### src/rtl/ipa_pkg.sv
package ipa_pkg;
    typedef enum logic [0:0] {
        ARB_IDLE  = 1'b0,
        ARB_GRANT = 1'b1
    } arb_state_e;
endpackage

### src/rtl/ipa_level_bank.sv
module ipa_level_bank #(
    parameter int N_SRC = 8,
    parameter int LVL_W = 3,
    parameter int IDX_W = 3
) (
    input  logic                        clk,
    input  logic                        rst_n,
    input  logic                        wr_en,
    input  logic [IDX_W-1:0]            wr_idx,
    input  logic [LVL_W-1:0]            wr_data,
    output logic [N_SRC-1:0][LVL_W-1:0] levels
);
    // Every source level resets to the least urgent value.
    localparam logic [LVL_W-1:0] LVL_RST = '1;

    always_ff @(posedge clk or negedge rst_n) begin
        if (!rst_n) begin
            for (int i = 0; i < N_SRC; i++) begin
                levels[i] <= LVL_RST;
            end
        end else if (wr_en) begin
            levels[wr_idx] <= wr_data;
        end
    end
endmodule

### src/rtl/ipa_pending.sv
module ipa_pending #(
    parameter int N_SRC = 8,
    parameter int IDX_W = 3
) (
    input  logic             clk,
    input  logic             rst_n,
    input  logic [N_SRC-1:0] set_i,
    input  logic             clr_en,
    input  logic [IDX_W-1:0] clr_idx,
    output logic [N_SRC-1:0] pend
);
    logic [N_SRC-1:0] clr_mask;

    always_comb begin
        clr_mask = '0;
        if (clr_en) begin
            clr_mask[clr_idx] = 1'b1;
        end
    end

    // A new request wins over the grant's clear when both hit the same bit.
    always_ff @(posedge clk or negedge rst_n) begin
        if (!rst_n) begin
            pend <= '0;
        end else begin
            pend <= (pend & ~clr_mask) | set_i;
        end
    end

    // every incoming request is visible as pending on the next cycle.
    assert_req_latched_R1: assert property (@(posedge clk) disable iff (!rst_n)
        (|set_i) |=> ((pend & $past(set_i)) == $past(set_i)));
endmodule

### src/rtl/ipa_select.sv
module ipa_select #(
    parameter int N_SRC = 8,
    parameter int LVL_W = 3,
    parameter int IDX_W = 3
) (
    input  logic [N_SRC-1:0]            pend,
    input  logic [N_SRC-1:0][LVL_W-1:0] levels,
    input  logic [LVL_W-1:0]            cpl,
    output logic                        found,
    output logic [IDX_W-1:0]            win_idx,
    output logic [LVL_W-1:0]            win_lvl
);
    // Scan from index 0 upward. A strict less-than compare keeps the earlier
    // (higher chain rank) source when levels tie.
    always_comb begin
        found   = 1'b0;
        win_idx = '0;
        win_lvl = '1;
        for (int i = 0; i < N_SRC; i++) begin
            if (pend[i] && (levels[i] < cpl) && (!found || (levels[i] < win_lvl))) begin
                found   = 1'b1;
                win_idx = IDX_W'(i);
                win_lvl = levels[i];
            end
        end
    end
endmodule

### src/rtl/ipa_cpl_stack.sv
module ipa_cpl_stack #(
    parameter int LVL_W     = 3,
    parameter int STK_DEPTH = 4
) (
    input  logic             clk,
    input  logic             rst_n,
    input  logic             wr_en,
    input  logic [LVL_W-1:0] wr_data,
    input  logic             push,
    input  logic [LVL_W-1:0] load_lvl,
    input  logic             pop,
    output logic [LVL_W-1:0] cpl,
    output logic             full
);
    localparam int CNT_W = $clog2(STK_DEPTH + 1);
    localparam int PTR_W = $clog2(STK_DEPTH);
    localparam logic [LVL_W-1:0] CPL_RST = '1;

    logic [LVL_W-1:0] stk [STK_DEPTH];
    logic [CNT_W-1:0] cnt;
    logic [CNT_W-1:0] top;
    logic             empty;
    logic             do_pop;

    assign full   = (cnt == CNT_W'(STK_DEPTH));
    assign empty  = (cnt == '0);
    assign top    = cnt - CNT_W'(1);
    assign do_pop = pop && !empty;

    always_ff @(posedge clk or negedge rst_n) begin
        if (!rst_n) begin
            cnt <= '0;
            for (int i = 0; i < STK_DEPTH; i++) begin
                stk[i] <= '0;
            end
        end else if (push) begin
            stk[cnt[PTR_W-1:0]] <= cpl;
            cnt <= cnt + CNT_W'(1);
        end else if (do_pop) begin
            cnt <= top;
        end
    end

    // A software write wins over a nested load, which wins over a restore.
    always_ff @(posedge clk or negedge rst_n) begin
        if (!rst_n) begin
            cpl <= CPL_RST;
        end else if (wr_en) begin
            cpl <= wr_data;
        end else if (push) begin
            cpl <= load_lvl;
        end else if (do_pop) begin
            cpl <= stk[top[PTR_W-1:0]];
        end
    end

    assert_push_not_full_R10: assert property (@(posedge clk) disable iff (!rst_n)
        push |-> !full);
    assert_push_pop_excl_R12: assert property (@(posedge clk) disable iff (!rst_n)
        !(push && pop));
    assert_empty_pop_noop_R9: assert property (@(posedge clk) disable iff (!rst_n)
        (pop && empty && !wr_en) |=> $stable(cpl));
    assert_sw_write_wins_R11: assert property (@(posedge clk) disable iff (!rst_n)
        wr_en |=> (cpl == $past(wr_data)));
endmodule

### src/rtl/irq_prio_arb.sv
module irq_prio_arb
    import ipa_pkg::*;
#(
    parameter  int N_SRC     = 8,
    parameter  int LVL_W     = 3,
    parameter  int STK_DEPTH = 4,
    localparam int IDX_W     = $clog2(N_SRC)
) (
    input  logic             clk,
    input  logic             rst_n,
    input  logic [N_SRC-1:0] req_i,
    input  logic             lvl_wr_i,
    input  logic [IDX_W-1:0] lvl_idx_i,
    input  logic [LVL_W-1:0] lvl_data_i,
    input  logic             cpl_wr_i,
    input  logic [LVL_W-1:0] cpl_data_i,
    input  logic             ien_i,
    input  logic             nest_i,
    input  logic             tick_i,
    input  logic             ret_i,
    output logic [N_SRC-1:0] grant_o,
    output logic [IDX_W-1:0] win_idx_o,
    output logic             cpu_req_o,
    output logic [LVL_W-1:0] cpl_o,
    output logic [N_SRC-1:0] pend_o
);
    localparam logic [N_SRC-1:0] ONE_HOT0 = N_SRC'(1);

    arb_state_e                 st, st_nxt;
    logic [N_SRC-1:0][LVL_W-1:0] levels;
    logic                        found;
    logic [IDX_W-1:0]            win_idx;
    logic [LVL_W-1:0]            win_lvl;
    logic                        stk_full;
    logic                        fire;
    logic                        push;

    ipa_level_bank #(.N_SRC(N_SRC), .LVL_W(LVL_W), .IDX_W(IDX_W)) u_levels (
        .clk     (clk),
        .rst_n   (rst_n),
        .wr_en   (lvl_wr_i),
        .wr_idx  (lvl_idx_i),
        .wr_data (lvl_data_i),
        .levels  (levels)
    );

    ipa_pending #(.N_SRC(N_SRC), .IDX_W(IDX_W)) u_pend (
        .clk     (clk),
        .rst_n   (rst_n),
        .set_i   (req_i),
        .clr_en  (fire),
        .clr_idx (win_idx),
        .pend    (pend_o)
    );

    ipa_select #(.N_SRC(N_SRC), .LVL_W(LVL_W), .IDX_W(IDX_W)) u_sel (
        .pend    (pend_o),
        .levels  (levels),
        .cpl     (cpl_o),
        .found   (found),
        .win_idx (win_idx),
        .win_lvl (win_lvl)
    );

    ipa_cpl_stack #(.LVL_W(LVL_W), .STK_DEPTH(STK_DEPTH)) u_stk (
        .clk      (clk),
        .rst_n    (rst_n),
        .wr_en    (cpl_wr_i),
        .wr_data  (cpl_data_i),
        .push     (push),
        .load_lvl (win_lvl),
        .pop      (ret_i),
        .cpl      (cpl_o),
        .full     (stk_full)
    );

    // Arbitration is accepted only at a boundary in ARB_IDLE. It is blocked by
    // the enable, by a return strobe, and by a full stack in nested mode.
    assign fire = (st == ARB_IDLE) && tick_i && ien_i && !ret_i && found
                  && !(nest_i && stk_full);
    assign push = fire && nest_i;

    always_comb begin
        st_nxt = st;
        unique case (st)
            ARB_IDLE:  st_nxt = fire ? ARB_GRANT : ARB_IDLE;
            ARB_GRANT: st_nxt = ARB_IDLE;
            default:   st_nxt = ARB_IDLE;
        endcase
    end

    always_ff @(posedge clk or negedge rst_n) begin
        if (!rst_n) begin
            st <= ARB_IDLE;
        end else begin
            st <= st_nxt;
        end
    end

    always_ff @(posedge clk or negedge rst_n) begin
        if (!rst_n) begin
            grant_o   <= '0;
            cpu_req_o <= 1'b0;
            win_idx_o <= '0;
        end else begin
            grant_o   <= fire ? (ONE_HOT0 << win_idx) : '0;
            cpu_req_o <= fire;
            if (fire) begin
                win_idx_o <= win_idx;
            end
        end
    end

    assert_grant_shape_R2: assert property (@(posedge clk) disable iff (!rst_n)
        cpu_req_o |-> (($countones(grant_o) == 1) && grant_o[win_idx_o]));
    assert_grant_quiet_R2: assert property (@(posedge clk) disable iff (!rst_n)
        !cpu_req_o |-> (grant_o == '0));
    assert_grant_pulse_R2: assert property (@(posedge clk) disable iff (!rst_n)
        cpu_req_o |=> !cpu_req_o);
    assert_winner_eligible_R3: assert property (@(posedge clk) disable iff (!rst_n)
        fire |-> (pend_o[win_idx] && (win_lvl < cpl_o)));
    assert_disabled_no_grant_R6: assert property (@(posedge clk) disable iff (!rst_n)
        !ien_i |=> !cpu_req_o);
    assert_concurrent_cpl_R7: assert property (@(posedge clk) disable iff (!rst_n)
        (fire && !nest_i && !cpl_wr_i) |=> $stable(cpl_o));
    assert_nested_load_R8: assert property (@(posedge clk) disable iff (!rst_n)
        (fire && nest_i && !cpl_wr_i) |=> (cpl_o == $past(win_lvl)));
    assert_ret_blocks_R12: assert property (@(posedge clk) disable iff (!rst_n)
        ret_i |=> !cpu_req_o);
endmodule

### config.mk
export PLATFORM = sky130hd
export DESIGN_NAME = irq_prio_arb
export DESIGN_NICKNAME = d
export VERILOG_FILES = /design/src/rtl/ipa_pkg.sv /design/src/rtl/ipa_level_bank.sv /design/src/rtl/ipa_pending.sv /design/src/rtl/ipa_select.sv /design/src/rtl/ipa_cpl_stack.sv /design/src/rtl/irq_prio_arb.sv
export SDC_FILE = /design/constraint.sdc
export NUM_CORES = 1
export LEC_CHECK = 0
export ABC_CLOCK_PERIOD_IN_PS = 10700
export BUFFER_PORTS_ARGS = -buffer_cell sky130_fd_sc_hd__buf_2
export CELL_PAD_IN_SITES_DETAIL_PLACEMENT = 1
export CELL_PAD_IN_SITES_GLOBAL_PLACEMENT = 1
export CORE_MARGIN = 1.5
export CORE_UTILIZATION = 30
export CTS_CLUSTER_DIAMETER = 200
export DETAILED_ROUTE_END_ITERATION = 16
export HOLD_SLACK_MARGIN = 0.1
export PLACE_DENSITY_LB_ADDON = 0.05
export SLEW_MARGIN = 20
export SYNTH_ARGS = -nofsm -noshare
export SYNTH_HDL_FRONTEND = slang
export SYNTH_HIERARCHICAL = 1
export SYNTH_SLANG_ARGS = --single-unit
### constraint.sdc
create_clock -name clk -period 10.7 [get_ports clk]
set_input_delay 1.605 -clock clk [delete_from_list [all_inputs] [get_ports clk]]
set_output_delay 1.605 -clock clk [all_outputs]
set_load 0.005 [all_outputs]
Word level (Yosys, flattened, before mapping)
Cells that the tools add are included.
{"block": "op_classes", "n_addsub": 2, "order_cmp": 22, "n_eq_ne": 1, "shifts": 1, "n_mux": 43, "bitwise_logic": 6, "n_reduce_logical": 46}
{"op": "$mux 3", "count": 21}
{"op": "$lt 3x3->1", "count": 15}
{"op": "$logic_and 1x1->1", "count": 26}
{"op": "$bwmux 24", "count": 1}
{"op": "$mux 8", "count": 2}
{"op": "$bwmux 12", "count": 1}
{"op": "$mux 1", "count": 11}
{"op": "$logic_not 1->1", "count": 10}
{"op": "$demux 3 s3", "count": 1}
{"op": "$and 8x8->8", "count": 1}
{"op": "$lt 3x4->1 const B", "count": 2}
{"op": "$not 8->8", "count": 1}
{"op": "$or 8x8->8", "count": 1}
{"op": "$shl 1x3->8 const A", "count": 1}
{"op": "$logic_or 1x1->1", "count": 7}
{"op": "$bmux 3 s2", "count": 1}
{"op": "$demux 3 s2", "count": 1}
{"op": "$ge 3x1->1 const B", "count": 2}
{"op": "$ge 3x3->1 const B", "count": 2}
{"op": "$not 2->3", "count": 2}
{"op": "$mux 2", "count": 2}
{"op": "$add 3x1->3 const B", "count": 1}
{"op": "$demux 1 s3", "count": 1}
{"op": "$eq 3x3->1 const B", "count": 1}
{"op": "other kinds (7)", "count": 7}
{"block": "totals", "regBits": 63, "input_bits": 25, "out_inout_bits": 23, "word_cells": 140}

Longest topological paths before layout
{"block": "logic_depth", "ltp_word": 39, "depth_mapped": 56, "mapped_depth_nobuf": 54}

Hierarchy
The synthesis kept the hierarchy.
{"mod": "ipa_select", "n_inst": 1, "cells_per_inst": 211, "area_per_inst_um2": 1490.2, "seq_area_each_um2": 0.0}
{"mod": "ipa_level_bank", "n_inst": 1, "cells_per_inst": 56, "area_per_inst_um2": 1039.7, "seq_area_each_um2": 630.6}
{"mod": "ipa_cpl_stack", "n_inst": 1, "cells_per_inst": 86, "area_per_inst_um2": 950.9, "seq_area_each_um2": 454.2}
{"mod": "irq_prio_arb", "n_inst": 1, "cells_per_inst": 35, "area_per_inst_um2": 474.2, "seq_area_each_um2": 325.3}
{"mod": "ipa_pending", "n_inst": 1, "cells_per_inst": 24, "area_per_inst_um2": 336.6, "seq_area_each_um2": 200.2}

Least setup slack after synthesis
Ideal clock, no wire load.
{"block": "synth_timing", "kind": "reg-to-reg", "startpoint": "reg u_stk.cpl[2]", "endpoint": "reg u_pend.pend[0]", "setup_ps": 118, "arrival_ps": 10004, "t_required_ps": 10582, "slack_ps": 578, "path_stages_with_launch": 55, "n_path_buf": 2, "period_less_slack_ps": 10122, "cell_sequence": "dfstp_2 > inv_1 > ha_1 > nand2_1 > o211ai_2 > nor2_1 > ha_1 > a21oi_1 > o31ai_1 > nor2_1 > a21oi_1 > inv_1 > ha_1 > or2_2 > a21o_1 > o31ai_1 > o21ai_0 > o21ai_0 > [... 19 more ...] > or2_1 > buf_2 > a21o_1 > ha_1 > o21ai_0 > nand2b_1 > a21oi_1 > a31o_2 > a211o_1 > and2_1 > ha_1 > o21ai_0 > a21oi_1 > nor2_1 > nor2_1 > nand4_1 > or4b_1 > a21o_1"}
{"block": "synth_between", "elab_chain_len": 39, "word_cells_on_any_way": 77, "cone_classes": "17 x order compare; 25 x mux; 3 x bitwise; 32 x reduce/logical"}
{"element": "from (decl)", "line_no": "ipa_cpl_stack.sv:12", "text": "output logic [LVL_W-1:0] cpl,"}
{"element": "from (signal assigned)", "line_no": "ipa_cpl_stack.sv:49", "text": "cpl <= wr_data;"}
{"element": "from (signal assigned)", "line_no": "ipa_cpl_stack.sv:51", "text": "cpl <= load_lvl;"}
{"element": "from (signal assigned)", "line_no": "ipa_cpl_stack.sv:53", "text": "cpl <= stk[top[PTR_W-1:0]];"}
{"element": "$lt 3x3->1", "line_no": "ipa_select.sv:20", "text": "if (pend[i] && (levels[i] < cpl) && (!found || (levels[i] < win_lvl))) begin"}
{"element": "$logic_and 1x1->1", "line_no": "ipa_select.sv:20"}
{"element": "$mux 3 or $mux 1 (tied branches)", "line_no": "ipa_select.sv:20"}
{"element": "$lt 3x3->1 or $logic_not 1->1 (tied branches)", "line_no": "ipa_select.sv:20"}
{"element": "$logic_or 1x1->1", "line_no": "ipa_select.sv:20"}
{"element": "$logic_and 1x1->1", "line_no": "ipa_select.sv:20"}
{"element": "$mux 3 or $mux 1 (tied branches)", "line_no": "ipa_select.sv:20"}
{"element": "$lt 3x3->1 or $logic_not 1->1 (tied branches)", "line_no": "ipa_select.sv:20"}
{"element": "[... 23 more ...]"}
{"element": "net win_idx[2]", "line_no": "irq_prio_arb.sv:32", "text": "logic [IDX_W-1:0] win_idx;"}
{"element": "$lt 3x4->1 (not written as such) or $ge 3x1->1 (tied branches)", "line_no": "ipa_pending.sv:17", "text": "clr_mask[clr_idx] = 1'b1;"}
{"element": "$logic_and 1x1->1 (not written as such)", "line_no": "ipa_pending.sv:17"}
{"element": "$mux 1 (not written as such)", "line_no": "ipa_pending.sv:17"}
{"element": "$demux 1 s3 (*)"}
{"element": "$mux 8 (*)", "line_no": "ipa_pending.sv:16", "text": "if (clr_en) begin"}
{"element": "$not 8->8 (*)", "line_no": "ipa_pending.sv:26", "text": "pend <= (pend & ~clr_mask) | set_i;"}
{"element": "$and 8x8->8 (*)", "line_no": "ipa_pending.sv:26"}
{"element": "$or 8x8->8 (*)", "line_no": "ipa_pending.sv:26"}
{"element": "to (signal assigned)", "line_no": "ipa_pending.sv:26"}
{"element": "to (decl)", "line_no": "ipa_pending.sv:10", "text": "output logic [N_SRC-1:0] pend"}
Mark *: on every way through the listed nets, which the timed path passes. The rest lies on a longest branch.
A chain may end at the register's enable or synchronous reset.

Worst setup path in the final report
Ends and elaborated chain as after synthesis.

==> flow_metrics.py <==
metrics = {
    "cells_and_area": {
        "diodes": 0,
        "drive_above_1_share_pct": 39.03,
        "fin_cells": 677,
        "num-fill-cells": 1551,
        "final_nets": 548,
        "area_growth_pct": 24.96,
    },
    "worst_hold_path": {
        "min_path_type": "register to register",
        "min_to": "u_stk/stk[10]$_DFFE_PN0P_",
        "holdPathStages": 2,
        "worstHoldStart": "u_stk/stk[10]$_DFFE_PN0P_",
    },
    "floorplanning": {
        "initial_utilization_pct": 30.80,
        "row_count": 43,
        "io_pins": 48,
        "die_y_um": 122.6,
        "die_w_um": 122.6,
        "coreArea_um2": 13930,
        "fp.dieArea_um2": 15030,
    },
    "yosys": {
        "synth_cell_types": 71,
        "synth.avg_cell_area_um2": 10.42,
        "yosys_warnings": 6,
        "synth_ff_type": "dfrtp_1",
        "ys_ff_latch": 63,
        "netlist_top_cells_count": "36 x dfrtp_1, 31 x ha_1, 27 x dfstp_2, 27 x mux2_2, 27 x nand2_1",
        "syn_nets": 468,
        "synth_top_cell_area_share_pct": 20.99,
        "synthArstFlopShare_pct": 100.0,
        "seq_area_frac_synth_pct": 37.52,
        "synth_area_um2": 4292,
        "synth_enable_flop_cells": 0,
        "synth_area_leaders": "dfrtp_1 21%, dfstp_2 17%, ha_1 9.0%, mux2_2 7.1%, mux2_4 3.8%",
        "synth_most_common_cell": "dfrtp_1",
        "syn_inst": 412,
        "synth_top_area_cell": "dfrtp_1",
    },
    "setup_path": {
        "cpMostUsedCell": "ha_1",
        "crit_arrival_ps": 10330,
        "startpoint_type": "register",
        "crit_start": "u_stk/cpl[2]$_DFFE_PN1P_",
        "slowest_stage": "dfstp_2",
        "worstRegToRegCells": 53,
        "critPathRequiredTime_ps": 10930,
        "worstSetupEndpointType": "register",
        "reg2reg_from": "u_stk/cpl[2]$_DFFE_PN1P_",
        "r2r_slack_ps": 600,
        "worstReg2RegEnd": "u_pend/pend[0]$_DFF_PN0_",
        "critical_path_class": "register to register",
        "crit_fanout": 6,
        "critPathMaxStageDelay_ps": 580,
    },
    "cts": {
        "clock_latency_ps": 340,
        "htree_levels": 3,
        "numCtsBuffers": 9,
        "clock_path_buffers": 2,
        "clkTransAtPathRegs_ps": 60,
        "cts_tree": "built",
        "cts_hold_buf": 0,
        "cts_sinks": 63,
        "cts_root_buf": "clkbuf_16",
    },
    "timing": {
        "fin_hold_ws_ps": 477.0,
        "hold_violations": 0,
        "post-route-min-period_ps": 10100,
        "setup_viol": 0,
        "slew_headroom_pct": 44.66,
        "period_share_pct": 94.37,
        "fin_setup_tns_ps": 0,
        "slew_viol_final": 0,
        "clock.fmax_mhz": 99.04,
        "worst_pin_slew_ps": 830.1,
        "skew_ps": 8.242,
    },
    "global_routing": {
        "gr-total-overflow": 0,
        "grt_pass1_vias": 3739,
        "antenna_found_initial": 0,
        "grt_max_degree": 64,
        "grt_usage_pct": 18.60,
        "grt_pass1_wl_mm": 20.69,
    },
    "routing": {
        "wl_met1_mm": 6.030,
        "drcViolationCount": 0,
        "ant_nets": 0,
        "wirelength_mm": 13.17,
        "wl_per_cell_um": 19.45,
        "firstDrtPassIters": 4,
        "routed-wl-met3_um": 324,
        "drt_iter0_markers": 107,
        "routed.top_layer": "met4",
        "vias": 3587,
        "vias_per_cell": 5.298,
        "wl_met2_mm": 6.537,
    },
    "run": {
        "drv_cap": 0,
    },
    "placement": {
        "gp_congestion": 0.8327,
        "io_buffers": 47,
        "dpl.hpwl_mm": 9.536,
        "placed_cells": 647,
    },
    "run_status": {
        "status": "completed",
    },
}
flip-flops by register name (all words and copies together) (netlist names), 3 cells and up:
name             cells
grant_o              8
u_pend/pend          8
u_stk/cnt            3
win_idx_o            3
u_levels/levels     24
u_stk/stk           12
u_stk/cpl            3
routing by layer:
| layer | global-route usage, % | vias up |
|---|---|---|
| met1 | 24.62 | 1808 |
| met5 | 0 | - |
| li1 | - | 1715 |
| met2 | 31.08 | 47 |
| met3 | 2.556 | 17 |
| met4 | 6.541 | 0 |
layout by cell type, fill, tap and decap left out, drive strengths merged, types with 5 or more instances in the layout:
master,instances
nor2,21
o2111ai,6
dfstp,27
nand2,27
mux2i,6
nand2b,15
nand4b,6
ha,31
inv,26
a211o,5
dfrtp,36
nor3,10
a211oi,5
o21ai,23
o211ai,5
clkbuf,9
or2,7
a21oi,16
buf,75
mux2,38
nand4,6
a21o,17
how the worst max path moves through the flow:
| stage | cells after the start | to | slack (ps) |
|---|---|---|---|
| 6_report | 53 | u_pend/pend[0]$_DFF_PN0_ | 600 |
| 4_1_cts | 53 | win_idx_o[2]$_DFFE_PN0P_ | 60 |
| 5_1_grt | 53 | win_idx_o[2]$_DFFE_PN0P_ | -40 |
| 3_3_place_gp | 52 | grant_o[4]$_DFF_PN0_ | 190 |
| 2_1_floorplan | 54 | u_pend/pend[0]$_DFF_PN0_ | 580 |
| 3_5_place_dp | 51 | u_pend/pend[0]$_DFF_PN0_ | -40 |
through the flow:
stage	area [µm²]	worst slack [ps]	util (%)
after floorplan	4292	578.2	-
after global placement	4826	193.6	34.63
after detailed placement	4826	-39.65	34.63
after CTS	5172	60.64	37.12
after global routing	5363	-38.46	38.48
final	5363	602.7	38.48
logic make-up (layout without fill, tap and decap cells):
group	Yosys count	in the layout	synth area share, %
and+or+nand+nor	129	129	18.60
AOI/OAI and AO/OA	109	109	18.16
DFF	63	63	37.52
muxes	45	45	12.86
adders and majority gates	33	33	9.533
buffers and inverters	31	116	2.915
xor gates and xnor gates	2	2	0.4082
area by class of cell:
type	count	area, µm²	share of cell area [%]
timing repair buffer	75	445.4	8.306
inverter	25	93.84	1.750
sequential	63	1610	30.03
multi-input combinational	318	2668	49.74
clock inverter	7	95.09	1.773
tap	180	225.2	4.200
clock buffer	9	225.2	4.200
critical path, delay by kind of cell (launching register included):
family | cells | cell delay, ps
AOI/OAI and AO/OA | 23 | 3530
and+or+nand+nor | 16 | 2910
adders and majority gates | 8 | 2230
DFF | 1 | 580
buffers and inverters | 5 | 500
muxes | 1 | 260
what timing repair did:
item,CTS,global route
gates resized for setup,5,23
setup endpoints to repair,5,22
buffers inserted,1,13
pin swaps,1,11
Power is not shown: default switching activity piles up to over one toggle a cycle in this logic, so the estimate is an artifact.
